==> config.mk <==
export PLATFORM = sky130hd
export DESIGN_NAME = sym_fir_engine
export DESIGN_NICKNAME = d
export VERILOG_FILES = /design/src/rtl/sym_fir_pkg.sv /design/src/rtl/sym_fir_delay.sv /design/src/rtl/sym_fir_coef.sv /design/src/rtl/sym_fir_mac.sv /design/src/rtl/sym_fir_engine.sv
export SDC_FILE = /design/constraint.sdc
export NUM_CORES = 1
export LEC_CHECK = 0
export ABC_AREA = 1
export CELL_PAD_IN_SITES_DETAIL_PLACEMENT = 2
export CELL_PAD_IN_SITES_GLOBAL_PLACEMENT = 2
export CORE_MARGIN = 4
export CORE_UTILIZATION = 36
export CTS_CLUSTER_SIZE = 40
export DETAILED_ROUTE_END_ITERATION = 7
export DONT_BUFFER_PORTS = 1
export PLACE_DENSITY = 0.81
export SYNTH_ARGS = -nofsm -noshare
export SYNTH_HDL_FRONTEND = slang
export SYNTH_HIERARCHICAL = 1
export SYNTH_SLANG_ARGS = --single-unit
==> constraint.sdc <==
create_clock -name clk_i -period 7.25 [get_ports clk_i]
set_input_delay 1.8125 -clock clk_i [delete_from_list [all_inputs] [get_ports clk_i]]
set_output_delay 1.8125 -clock clk_i [all_outputs]
set_load 0.02 [all_outputs]
==> src/rtl/sym_fir_pkg.sv <==
package sym_fir_pkg;
  typedef enum logic [1:0] {
    ST_IDLE = 2'd0,
    ST_RUN  = 2'd1,
    ST_WAIT = 2'd2
  } fir_state_e;
endpackage

==> src/rtl/sym_fir_delay.sv <==
module sym_fir_delay #(
  parameter int HALF = 4,
  parameter int DW   = 16,
  localparam int IW  = $clog2(HALF)
) (
  input  logic                 clk_i,
  input  logic                 rst_ni,
  input  logic                 push_i,
  input  logic signed [DW-1:0] din_i,
  input  logic [IW-1:0]        pair_i,
  output logic signed [DW-1:0] new_o,
  output logic signed [DW-1:0] old_o
);
  logic signed [DW-1:0] half_a [HALF];
  logic signed [DW-1:0] half_b [HALF];
  logic [IW-1:0] wp_q;
  logic [IW:0]   a_sum, b_sum, a_idx, b_idx;

  always_ff @(posedge clk_i or negedge rst_ni) begin
    if (!rst_ni) begin
      wp_q <= '0;
      for (int i = 0; i < HALF; i++) begin
        half_a[i] <= '0;
        half_b[i] <= '0;
      end
    end else if (push_i) begin
      // oldest of first half spills into the second half before overwrite
      half_b[wp_q] <= half_a[wp_q];
      half_a[wp_q] <= din_i;
      wp_q <= (wp_q == IW'(HALF-1)) ? '0 : wp_q + 1'b1;
    end
  end

  // newest walks backwards from wp-1, oldest walks forwards from wp
  always_comb begin
    a_sum = {1'b0, wp_q} + (IW+1)'(HALF-1) - {1'b0, pair_i};
    b_sum = {1'b0, wp_q} + {1'b0, pair_i};
    a_idx = (a_sum >= (IW+1)'(HALF)) ? a_sum - (IW+1)'(HALF) : a_sum;
    b_idx = (b_sum >= (IW+1)'(HALF)) ? b_sum - (IW+1)'(HALF) : b_sum;
  end

  assign new_o = half_a[a_idx[IW-1:0]];
  assign old_o = half_b[b_idx[IW-1:0]];
endmodule

==> src/rtl/sym_fir_coef.sv <==
module sym_fir_coef #(
  parameter int HALF = 4,
  parameter int CW   = 16,
  localparam int IW  = $clog2(HALF)
) (
  input  logic                 clk_i,
  input  logic                 rst_ni,
  input  logic                 we_i,
  input  logic [IW-1:0]        waddr_i,
  input  logic signed [CW-1:0] wdata_i,
  input  logic [IW-1:0]        raddr_i,
  output logic signed [CW-1:0] rdata_o
);
  logic signed [CW-1:0] coef_q [HALF];

  for (genvar g = 0; g < HALF; g++) begin : g_coef
    always_ff @(posedge clk_i or negedge rst_ni) begin
      if (!rst_ni)                          coef_q[g] <= '0;
      else if (we_i && waddr_i == IW'(g))   coef_q[g] <= wdata_i;
    end
  end

  assign rdata_o = coef_q[raddr_i];
endmodule

==> src/rtl/sym_fir_mac.sv <==
module sym_fir_mac #(
  parameter int DW   = 16,
  parameter int CW   = 16,
  parameter int AW   = 40,
  parameter int FRAC = 16,
  localparam int SW  = DW + 1,
  localparam int PW  = SW + CW,
  localparam int HW  = AW - FRAC
) (
  input  logic                 clk_i,
  input  logic                 rst_ni,
  input  logic                 vld_i,
  input  logic                 first_i,
  input  logic                 last_i,
  input  logic signed [SW-1:0] psum_i,
  input  logic signed [CW-1:0] coef_i,
  output logic                 done_o,
  output logic                 res_valid_o,
  output logic signed [DW-1:0] res_data_o
);
  logic signed [PW-1:0] prod;
  logic signed [AW-1:0] acc_q, acc_base;
  logic                 done_q;
  logic [HW-1:0]        hi;
  logic signed [DW-1:0] sat;

  assign prod     = psum_i * coef_i;
  assign acc_base = first_i ? '0 : acc_q;

  always_ff @(posedge clk_i or negedge rst_ni) begin
    if (!rst_ni) begin
      acc_q  <= '0;
      done_q <= 1'b0;
    end else begin
      done_q <= vld_i && last_i;
      if (vld_i) acc_q <= acc_base + {{(AW-PW){prod[PW-1]}}, prod};
    end
  end

  assign hi = acc_q[AW-1:FRAC];
  always_comb begin
    if (!hi[HW-1] && (|hi[HW-2:DW-1]))
      sat = {1'b0, {(DW-1){1'b1}}};
    else if (hi[HW-1] && !(&hi[HW-2:DW-1]))
      sat = {1'b1, {(DW-1){1'b0}}};
    else
      sat = hi[DW-1:0];
  end

  always_ff @(posedge clk_i or negedge rst_ni) begin
    if (!rst_ni) begin
      res_valid_o <= 1'b0;
      res_data_o  <= '0;
    end else begin
      res_valid_o <= done_q;
      if (done_q) res_data_o <= sat;
    end
  end

  assign done_o = done_q;
endmodule

==> src/rtl/sym_fir_engine.sv <==
module sym_fir_engine
  import sym_fir_pkg::*;
#(
  parameter int TAPS = 8,
  parameter int DW   = 16,
  parameter int CW   = 16,
  parameter int AW   = 40,
  localparam int HALF = TAPS / 2,
  localparam int IW   = $clog2(HALF)
) (
  input  logic          clk_i,
  input  logic          rst_ni,
  input  logic          smp_valid_i,
  input  logic [DW-1:0] smp_data_i,
  output logic          smp_ready_o,
  input  logic          coef_we_i,
  input  logic [IW-1:0] coef_addr_i,
  input  logic [CW-1:0] coef_data_i,
  output logic          res_valid_o,
  output logic [DW-1:0] res_data_o
);
  fir_state_e state_q;
  logic [IW-1:0] pair_q;
  logic push, mac_done, pair_last;
  logic signed [DW-1:0] smp_new, smp_old, res_s;
  logic signed [CW-1:0] coef_rd;
  logic signed [DW:0]   psum_q;
  logic signed [CW-1:0] coef_q;
  logic p_vld_q, p_first_q, p_last_q;

  assign push        = (state_q == ST_IDLE) && smp_valid_i;
  assign smp_ready_o = (state_q == ST_IDLE);
  assign pair_last   = (pair_q == IW'(HALF-1));

  always_ff @(posedge clk_i or negedge rst_ni) begin
    if (!rst_ni) begin
      state_q <= ST_IDLE;
      pair_q  <= '0;
    end else begin
      unique case (state_q)
        ST_IDLE: if (smp_valid_i) begin
          state_q <= ST_RUN;
          pair_q  <= '0;
        end
        ST_RUN: begin
          pair_q <= pair_q + 1'b1;
          if (pair_last) state_q <= ST_WAIT;
        end
        ST_WAIT: if (mac_done) state_q <= ST_IDLE;
        default: state_q <= ST_IDLE;
      endcase
    end
  end

  sym_fir_delay #(.HALF(HALF), .DW(DW)) u_delay (
    .clk_i  (clk_i),
    .rst_ni (rst_ni),
    .push_i (push),
    .din_i  (smp_data_i),
    .pair_i (pair_q),
    .new_o  (smp_new),
    .old_o  (smp_old)
  );

  sym_fir_coef #(.HALF(HALF), .CW(CW)) u_coef (
    .clk_i   (clk_i),
    .rst_ni  (rst_ni),
    .we_i    (coef_we_i),
    .waddr_i (coef_addr_i),
    .wdata_i (coef_data_i),
    .raddr_i (pair_q),
    .rdata_o (coef_rd)
  );

  // pre-add stage, overlaps the accumulate of the previous pair
  always_ff @(posedge clk_i or negedge rst_ni) begin
    if (!rst_ni) begin
      psum_q    <= '0;
      coef_q    <= '0;
      p_vld_q   <= 1'b0;
      p_first_q <= 1'b0;
      p_last_q  <= 1'b0;
    end else begin
      p_vld_q   <= (state_q == ST_RUN);
      p_first_q <= (pair_q == '0);
      p_last_q  <= pair_last;
      psum_q    <= {smp_new[DW-1], smp_new} + {smp_old[DW-1], smp_old};
      coef_q    <= coef_rd;
    end
  end

  sym_fir_mac #(.DW(DW), .CW(CW), .AW(AW), .FRAC(16)) u_mac (
    .clk_i       (clk_i),
    .rst_ni      (rst_ni),
    .vld_i       (p_vld_q),
    .first_i     (p_first_q),
    .last_i      (p_last_q),
    .psum_i      (psum_q),
    .coef_i      (coef_q),
    .done_o      (mac_done),
    .res_valid_o (res_valid_o),
    .res_data_o  (res_s)
  );

  assign res_data_o = res_s;
endmodule

==> reports/qor.txt, run 1 <==
Syn avg cell area - 7.54 um^2
Reg2reg start - coef_q[2]
Global-route wire length before repair - 195000 um
Fmax - 102 MHz
WL/cell - 35.0 um
Via count - 29.5k
# IOs - 56
Met1 GRT Util - 34.1%
Gpl congestion - 0.824
Busiest grt layer - met2
Number of synthesized register bits - 292
Root Buffer - clkbuf_16
Pin count of the biggest net entering global routing - 293
Synth-to-layout area growth - 20.1%
Layout cell share with drive strength beyond 1 - 18.7%
Max-slew violations - 0
Fin nets - 4298
Final worst setup slack - -2.56 ns
Crit start category - flop
Worst slew pin tran - 1.20 ns
Max Cap Viol - 0
Vias in the first global route - 31.6k
R2r setup slk - -2.56 ns
CTS tree - yes
Met2 Use GR - 55.0%
1st-pass router iterations - 7
Chip height - 286 um
Status - complete, but fails checks
Crit path top cell by count - fa_1
Depth of the CTS H-tree - 2
Chip width - 286 um
WP data arrival - 10.31 ns
PortBufs - 0
Final wirelength - 171000 um
Hold Slack - 0.467 ns
Hold buffers post-CTS - 0
Rows - 101
Via density - 6.03
Iter 0 DRT Violations - 3048
Global route overflow - 0
Crit path capture type - flop
Most frequent cells in the layout - nand2_1, inv_1, dfrtp_1
R2r worst-path depth - 34
Syn nets - 4164
Met3 Use GR - 5.50%
Hold Fails Final Rpt - 0
Area of the die - 82100 um^2
Starting Density - 36.5%
Commonest non-fill, non-tap cell in the layout - nand2_1
Clock sinks - 292
Crit-path max FO - 6
Netlist Area Pre-Place - 27900 um^2
Critical-path top delay cell - fa_1
Worst Hold Depth - 2
# setup viols final - 25
Hold/Removal Path Class - reg2reg
Worst endpoint required time - 7.75 ns
Min-Delay Startpoint - u_coef/coef_q[25]
Clk_lat worst skew - 0.67 ns
Failing checks - negative setup slack
CTS max path bufs - 3
Crit path kind - reg2reg
Antenna violations before repair - 8
Reg clk slew, reported paths - 0.12 ns
Post-synthesis cell count - 3702
Max-slew headroom - 19.8%
HPWL after DPL - 75800 um
Worst setup path start - coef_q[2]
Yosys top cell by area - dfrtp_1
Synth cell types - 50
Final ANT Viol Nets - 0
Drc violations - 0
RSZ-0062 raised after global routing - yes
GRT Overall Usage - 31.0%
Minimum clock period - 9.81 ns
Synth top area share - 26.2%
Fin Setup TNS - -48.10 ns
Total CTS buffers - 39
Fin crit share - 135%
Area contributors post-synth - dfrtp_1, fa_1, nand2_1, inv_1, ha_1
Slowest Stage Delay on Critical Path - 0.97 ns
Synth warn - 6
Core area - 76500 um^2
Setup Skew - 0.0771 ns
Register area share after synthesis - 26.2%
==> worst paths after layout <==
kind,endpoint
max,u_mac/acc_q[39]
min,u_coef/coef_q[25]
max reg2reg,u_mac/acc_q[39]
min reg2reg,u_coef/coef_q[25]
max in group asynchronous,psum_q[7]
min in group asynchronous,u_mac/acc_q[32]
==> repair_timing <==
| action | CTS | global route |
|---|---|---|
| gates resized for setup | 158 | 281 |
| setup buffers | 47 | 50 |
| pin swaps | 58 | 120 |
| endpoints found under the setup margin | 22 | 23 |
| gates cloned | 0 | 1 |
==> layer usage <==
layer / part of all wire [%] / routed length, um / vias to the layer above
met5: 0.047 / 80 / -
met4: 10 / 17800 / 6
met3: 9.0 / 15500 / 1027
met2: 46 / 79100 / 1965
met1: 34 / 58500 / 15000
li1: - / - / 11400
==> cells in the mapped netlist, drive strengths merged <==
| master | instances |
|---|---|
| nand3 | 269 |
| a21o | 11 |
| a31oi | 16 |
| nor2 | 139 |
| clkbuf | 89 |
| nor3 | 6 |
| nand3b | 6 |
| or2 | 10 |
| o221ai | 1 |
| o21bai | 5 |
| o21a | 6 |
| o211ai | 2 |
| nand2 | 1148 |
| clkinv | 1 |
| a21oi | 73 |
| a21boi | 7 |
| xnor2 | 27 |
| ha | 146 |
| inv | 781 |
| buf | 73 |
| nor4 | 8 |
| nand4 | 39 |
| a211oi | 1 |
| o21ai | 216 |
| mux2 | 1 |
| o22ai | 17 |
| dfrtp | 292 |
| o31ai | 2 |
| fa | 278 |
| xor2 | 32 |
==> per-stage QoR <==
stage                     cells  util [%]  instance area (um^2)  worst slack [ns]
after CTS                  4837      41.8                 32000            -0.337
after global placement     4728      38.9                 29700            -0.218
after global routing       4887      43.8                 33500             -2.37
final                      4891      43.9                 33500             -2.56
after detailed placement   4728      38.9                 29700            -0.798
after floorplan            3702         -                 27900            0.0715
==> cells by family (layout without fill, tap and decap cells) <==
kind of cell,count (synthesis),count (layout),share of synthesized area [%]
buffers and inverters,944,1099,13.5
XOR/XNOR,59,59,1.85
multiplexers,1,1,0.0403
flip-flops,292,292,26.2
other,0,4,0
AO/OA/AOI/OAI,357,357,7.15
adder cells (fa/ha/maj),424,424,26.5
AND/OR/NAND/NOR,1625,1625,24.8
==> worst max-delay path, delay by kind of cell (launching register included) <==
kind / cells / cell delay (ns)
adders and majority gates: 8 / 5.05
AOI/OAI and AO/OA: 8 / 1.36
buffers and inverters: 7 / 1.29
and+or+nand+nor: 10 / 1.06
DFF: 1 / 0.58
xor gates and xnor gates: 1 / 0.24
==> registers in the layout, indices dropped and copies added, names as in the netlist <==
signal,count
coef_q,16
p_first_q,1
p_last_q,1
p_vld_q,1
pair_q,2
psum_q,17
state_q,2
u_coef/coef_q,64
u_delay/half_a,64
u_delay/half_b,64
u_delay/wp_q,2
u_mac/acc_q,40
u_mac/done_o,1
u_mac/res_data_o,16
u_mac/res_valid_o,1
==> final cells by class <==
cell class	count	area, um^2
diodes	4	10.0
clock buffers	49	1080
clock inverters	13	161
fillers	8627	42900
inverters	782	2950
multi-input cells	2466	18500
flip-flops and latches	292	7330
well taps	1030	1290
repair buffers	255	2230
Power of run 1 is left out: the tool's default activity adds up to more than one toggle a clock period on the data nets, which glitch-free logic cannot reach.
==> run 2, diff against run 1 <==
--- a/config.mk
+++ b/config.mk
@@ -9,11 +9,11 @@
 export CELL_PAD_IN_SITES_DETAIL_PLACEMENT = 2
 export CELL_PAD_IN_SITES_GLOBAL_PLACEMENT = 2
 export CORE_MARGIN = 4
-export CORE_UTILIZATION = 36
+export CORE_UTILIZATION = 42
 export CTS_CLUSTER_SIZE = 40
 export DETAILED_ROUTE_END_ITERATION = 7
 export DONT_BUFFER_PORTS = 1
-export PLACE_DENSITY = 0.81
+export PLACE_DENSITY = 0.89
 export SYNTH_ARGS = -nofsm -noshare
 export SYNTH_HDL_FRONTEND = slang
 export SYNTH_HIERARCHICAL = 1
==> constraint.sdc (replaced) <==
create_clock -name clk_i -period 11.66 [get_ports clk_i]
set_input_delay 2.915 -clock clk_i [delete_from_list [all_inputs] [get_ports clk_i]]
set_output_delay 2.915 -clock clk_i [all_outputs]
set_load 0.02 [all_outputs]
==> run 2 against run 1 <==
Net effect:
- the run now ends clean
- count of clock-buffer cells in the layout stayed put
- largest cell class unchanged
- non-clock buffer count is 237 lower
- core utilization is 1.3 points higher
- sequential cell count stayed put
==> reports/qor.txt, run 2 (same netlist as run 1, synthesis figures left out) <==
Pin count of the biggest net entering global routing - 293 (unchanged)
Commonest non-fill, non-tap cell in the layout - nand2_1
Crit path capture type - flop
Global-route wire length before repair - 198000 um (+1.4%)
Final ANT Viol Nets - 0 (unchanged)
HPWL after DPL - 82900 um (+9.2%)
Drc violations - 0 (unchanged)
Crit path top cell by count - nand3_1
PortBufs - 0 (unchanged)
Fmax - 103 MHz (+1.1%)
Cell Area, Placed - 28300 um^2 (-4.7%)
Fin nets - 4060 (-5.5%)
Core area - 65900 um^2 (-14%)
Root Buffer - clkbuf_16
Post-CTS Setup Inserts - 0 (-100%)
Hold buffers post-CTS - 0 (unchanged)
Max-slew violations - 0 (unchanged)
Design Area, Final - 29700 um^2 (-11%)
Reg clk slew, reported paths - 0.06 ns (-0.06 ns)
Regs by FF count - u_coef/coef_q: 64 flops, u_delay/half_a: 64 flops, u_delay/half_b: 64 flops
Most frequent cells in the layout - nand2_1, inv_1, dfrtp_1
Total CTS buffers - 38 (-2.6%)
RSZ-0062 raised after global routing - no
Setup Skew - 0.0381 ns (-0.0390 ns)
Via density - 5.92 (-1.7%)
Area of the die - 70700 um^2 (-14%)
Rows - 94 (-6.9%)
Layout cell share with drive strength beyond 1 - 4.94% (-14 points)
Vias in the first global route - 31.9k (+0.90%)
Final wirelength - 130000 um (-24%)
GRT Overall Usage - 36.4% (+5.4 points)
Crit start category - flop
Gpl congestion - 0.848 (+3.0%)
Hold/Removal Path Class - reg2reg
Clock sinks - 292 (unchanged)
Global route overflow - 0 (unchanged)
Synth-to-layout area growth - 6.47%
Antenna violations before repair - 3 (-5)
Fin crit share - 83.2% (-52 points)
Hold Fails Final Rpt - 0 (unchanged)
Clk_lat worst skew - 0.59 ns (-0.08 ns)
Post-CTS sizing - 0 (-100%)
Iter 0 DRT Violations - 1992 (-35%)
Depth of the CTS H-tree - 2 (unchanged)
Minimum clock period - 9.70 ns (-0.108 ns)
Critical-path top delay cell - fa_1
Worst slew pin tran - 1.39 ns (+0.192 ns)
1st-pass router iterations - 7 (unchanged)
CTS max path bufs - 3 (unchanged)
Chip height - 266 um (-7.2%)
Crit path kind - reg2reg
Chip width - 266 um (-7.2%)
# setup viols final - 0 (-100%)
Via count - 26.6k (-9.8%)
Fin Setup TNS - 0 ns (+48.10 ns)
WL/cell - 28.9 um (-17%)
CTS tree - yes
Worst endpoint required time - 12.12 ns (+4.37 ns)
Max Cap Viol - 0 (unchanged)
Starting Density - 42.4% (+5.9 points)
# IOs - 56 (unchanged)
Max-slew headroom - 7.08% (-13 points)
Slowest Stage Delay on Critical Path - 1.00 ns (+0.03 ns)
Crit-path max FO - 16 (+10)
Status - complete, no violations
WP data arrival - 10.16 ns (-0.15 ns)
## run 2: path summary, 6_finish.rpt
path,slack (ns),endpoint,cells after the start,startpoint
worst max-delay path,1.96,u_mac/acc_q[37],35,psum_q[16]
worst min-delay path,0.49,u_mac/acc_q[14],2,u_mac/acc_q[14]
worst max register to register,1.96,u_mac/acc_q[37],35,psum_q[16]
worst min register to register,0.49,u_mac/acc_q[14],2,u_mac/acc_q[14]
max in group asynchronous,8.70,u_mac/res_data_o[9],0,rst_ni
min in group asynchronous,2.10,u_delay/half_b[12],0,rst_ni
## run 2: critical path: cells and delay by family (launching register included)
| family | cells | cell delay, ns |
|---|---|---|
| compound gates | 1 | 0.12 |
| xor+xnor | 1 | 0.15 |
| fa+ha+maj | 8 | 4.51 |
| buf+inv | 7 | 0.85 |
| flops | 1 | 0.83 |
| simple gates | 18 | 3.14 |
## run 2: metrics by stage
stage / util (%) / cells / setup WS (ns) / hold slack [ns]
after CTS: 45.1 / 4488 / 2.29 / 0.488
after global routing: 45.1 / 4488 / 1.78 / 0.507
after global placement: 43.0 / 4422 / 3.78 / 0.417
after floorplan: - / 3702 / 4.48 / 0.367
final: 45.1 / 4490 / 1.96 / 0.485
after detailed placement: 43.0 / 4422 / 2.83 / 0.433
## run 2: final cells by class
class                   instances  area (um^2)
inverters                     782         2940
fillers                      7543        36100
diodes                          2         5.00
well taps                     864         1080
clock buffers                  49         1050
flip-flops and latches        292         7310
multi-input cells            2466        16800
clock inverters                17          359
repair buffers                 18          135
## run 2: routing by layer
layer,track usage [%],up-vias,wire [um]
met5,0,-,26
met4,24.2,4,10400
met3,5.99,603,6820
met2,64.4,1224,65500
met1,40.3,13800,47000
li1,-,11000,-
Power of run 2 is left out for the same reason.
==> run 3, diff against run 2 <==
--- a/config.mk
+++ b/config.mk
@@ -9,11 +9,11 @@
 export CELL_PAD_IN_SITES_DETAIL_PLACEMENT = 2
 export CELL_PAD_IN_SITES_GLOBAL_PLACEMENT = 2
 export CORE_MARGIN = 4
-export CORE_UTILIZATION = 42
+export CORE_UTILIZATION = 36
 export CTS_CLUSTER_SIZE = 40
 export DETAILED_ROUTE_END_ITERATION = 7
 export DONT_BUFFER_PORTS = 1
-export PLACE_DENSITY = 0.89
+export PLACE_DENSITY = 0.81
 export SYNTH_ARGS = -nofsm -noshare
 export SYNTH_HDL_FRONTEND = slang
 export SYNTH_HIERARCHICAL = 1
==> constraint.sdc (replaced) <==
create_clock -name clk_i -period 8.8 [get_ports clk_i]
set_input_delay 2.2 -clock clk_i [delete_from_list [all_inputs] [get_ports clk_i]]
set_output_delay 2.2 -clock clk_i [all_outputs]
set_load 0.02 [all_outputs]
==> run 3 against run 2 <==
Net effect:
- die area increased by 16%
- core utilization fell by 6.1 points
- setup slack lost 1.5 ns
- critical path depth unchanged
- sequential share of layout area fell by 0.070 points
- non-clock buffer count grew 4
- critical endpoint unchanged
- global-route usage down 14 points
- cell area grew 0.40%
- worst hold slack got worse by 0.024 ns
- sequential cell count stayed put
- clock skew fell by 0.023 ns
- first-iteration DRC count decreased by 48%
==> reports/qor.txt, run 3 (same netlist as run 1, synthesis figures left out) <==
Status - complete, no violations
Minimum clock period - 8.29 ns (-1.41 ns)
R2r worst-path depth - 35 (unchanged)
Pin count of the biggest net entering global routing - 293 (unchanged)
1st-pass router iterations - 5 (-2)
Register area - 7320 um^2 (+0.12%)
Iter 0 DRT Violations - 1039 (-48%)
Antenna violations before repair - 0 (-3)
Reg clk slew, reported paths - 0.06 ns (about the same)
Fill count - 8952 (+19%)
Area of the die - 82100 um^2 (+16%)
Cell Area, Placed - 28500 um^2 (+0.84%)
Diodes inserted - 0 (-2)
# IOs - 56 (unchanged)
Rows - 101 (+7.4%)
CTS tree - yes
Total CTS buffers - 38 (unchanged)
Via count - 23.8k (-11%)
Drc violations - 0 (unchanged)
Reg2reg start - psum_q[11]
Final ANT Viol Nets - 0 (unchanged)
Setup Skew - 0.0154 ns (-0.0227 ns)
Crit start category - flop
# setup viols final - 0 (unchanged)
Hold Path End - u_mac/done_o
Via density - 5.10 (-14%)
Hold Fails Final Rpt - 0 (unchanged)
Area of the multi-input gates - 16800 um^2 (about the same)
WP data arrival - 8.73 ns (-1.43 ns)
Max-slew headroom - 7.26% (+0.17 points)
Worst slew pin tran - 1.39 ns (-0.00260 ns)
Critical-path top delay cell - dfrtp_1
HPWL after DPL - 68000 um (-18%)
RR Endpoint - u_mac/acc_q[37]
Design Area, Final - 29800 um^2 (+0.40%)
Max-slew violations - 0 (unchanged)
Starting Density - 36.5% (-5.9 points)
Dpl ws - 0.245 ns (-2.59 ns)
Core area - 76500 um^2 (+16%)
Crit path kind - reg2reg
Slowest Stage Delay on Critical Path - 0.85 ns (-0.15 ns)
Max Cap Viol - 0 (unchanged)
Post-CTS sizing - 0 (unchanged)
Commonest non-fill, non-tap cell in the layout - nand2_1
Gpl congestion - 0.787 (-7.2%)
Crit path top cell by count - nand2_1
Post-CTS Setup Inserts - 0 (unchanged)
Synth-to-layout area growth - 6.90%
Crit-path max FO - 16 (unchanged)
Crit path capture type - flop
Final wirelength - 93700 um (-28%)
Vias in the first global route - 27.3k (-14%)
Min-Delay Startpoint - p_last_q
Root Buffer - clkbuf_16
Chip height - 286 um (+7.8%)
Depth of the CTS H-tree - 2 (unchanged)
Fmax - 121 MHz (+17%)
Worst endpoint required time - 9.24 ns (-2.88 ns)
Worst Hold Depth - 2 (unchanged)
Placed insts - 4592 (+3.8%)
Hold/Removal Path Class - reg2reg
Chip width - 286 um (+7.8%)
Final Non-Filler Cells - 4661 (+3.8%)
Final worst setup slack - 0.507 ns (-1.45 ns)
Regs by FF count - u_coef/coef_q: 64 flops, u_delay/half_a: 64 flops, u_delay/half_b: 64 flops
Layout cell share with drive strength beyond 1 - 5.40% (+0.46 points)
WL/cell - 20.1 um (-30%)
Global-route wire length before repair - 149000 um (-25%)
Clock sinks - 292 (unchanged)
Global route overflow - 0 (unchanged)
PortBufs - 0 (unchanged)
GRT Overall Usage - 22.8% (-14 points)
Fin nets - 4064 (+0.099%)
CTS max path bufs - 3 (unchanged)
Hold buffers post-CTS - 0 (unchanged)
Worst setup path start - psum_q[11]
Most frequent cells in the layout - nand2_1, inv_1, dfrtp_1
R2r setup slk - 0.51 ns (-1.45 ns)
Fin crit share - 94.2% (+11 points)
Clk_lat worst skew - 0.57 ns (-0.02 ns)
[run 3: changes by cell type in the layout (fill, tap and decap cells not counted), sizes merged]
cell / delta
clkbuf: +5
diode: -2
clkinvlp: -1
inv: +1
bufinv: -8
clkinv: +6
buf: +4
[run 3: per-layer routing]
| metal | global-route usage (%) | share of wire [%] | wire length [um] | vias up |
|---|---|---|---|---|
| met5 | 0 | 0 | 0 | - |
| met1 | 28.5 | 43 | 40300 | 12400 |
| met3 | 2.88 | 3.1 | 2950 | 129 |
| met4 | 6.18 | 2.7 | 2530 | 0 |
| li1 | - | - | - | 11000 |
| met2 | 41.4 | 51 | 47900 | 311 |
[run 3: area by class of cell]
cell class | count | share of cell area [%]
Sequential cell | 292 | 24.5
Clock buffer | 54 | 3.79
Timing Repair Buffer | 22 | 0.553
Clock inverter | 15 | 0.528
Tap cell | 1030 | 4.32
Multi-Input combinational cell | 2466 | 56.5
Inverter | 782 | 9.84
[run 3: critical path: cells and delay by family, from the launching register on]
kind	cells	cell delay [ns]
fa+ha+maj	8	3.80
simple gates	18	2.33
flops	1	0.85
compound gates	3	0.70
buf+inv	5	0.30
xor+xnor	1	0.14
[run 3: how the worst max path moves through the flow]
stage	cells after the start	endpoint	slack, ns
2_1_floorplan	38	u_mac/acc_q[39]	1.62
3_3_place_gp	32	u_mac/acc_q[38]	0.91
3_5_place_dp	32	u_mac/acc_q[34]	0.25
4_1_cts	30	u_mac/acc_q[34]	0.11
5_1_grt	33	u_mac/acc_q[37]	-0.01
6_report	35	u_mac/acc_q[37]	0.51
[run 3: metrics by stage]
step,hold slack [ns],util (%),setup TNS (ns)
2_1_floorplan,0.367,-,0
3_3_place_gp,0.423,37.3,0
3_5_place_dp,0.461,37.3,0
4_1_cts,0.468,39.0,0
5_1_grt,0.483,39.0,-0.0119
6_report,0.462,39.0,0
Power of run 3 is left out for the same reason.
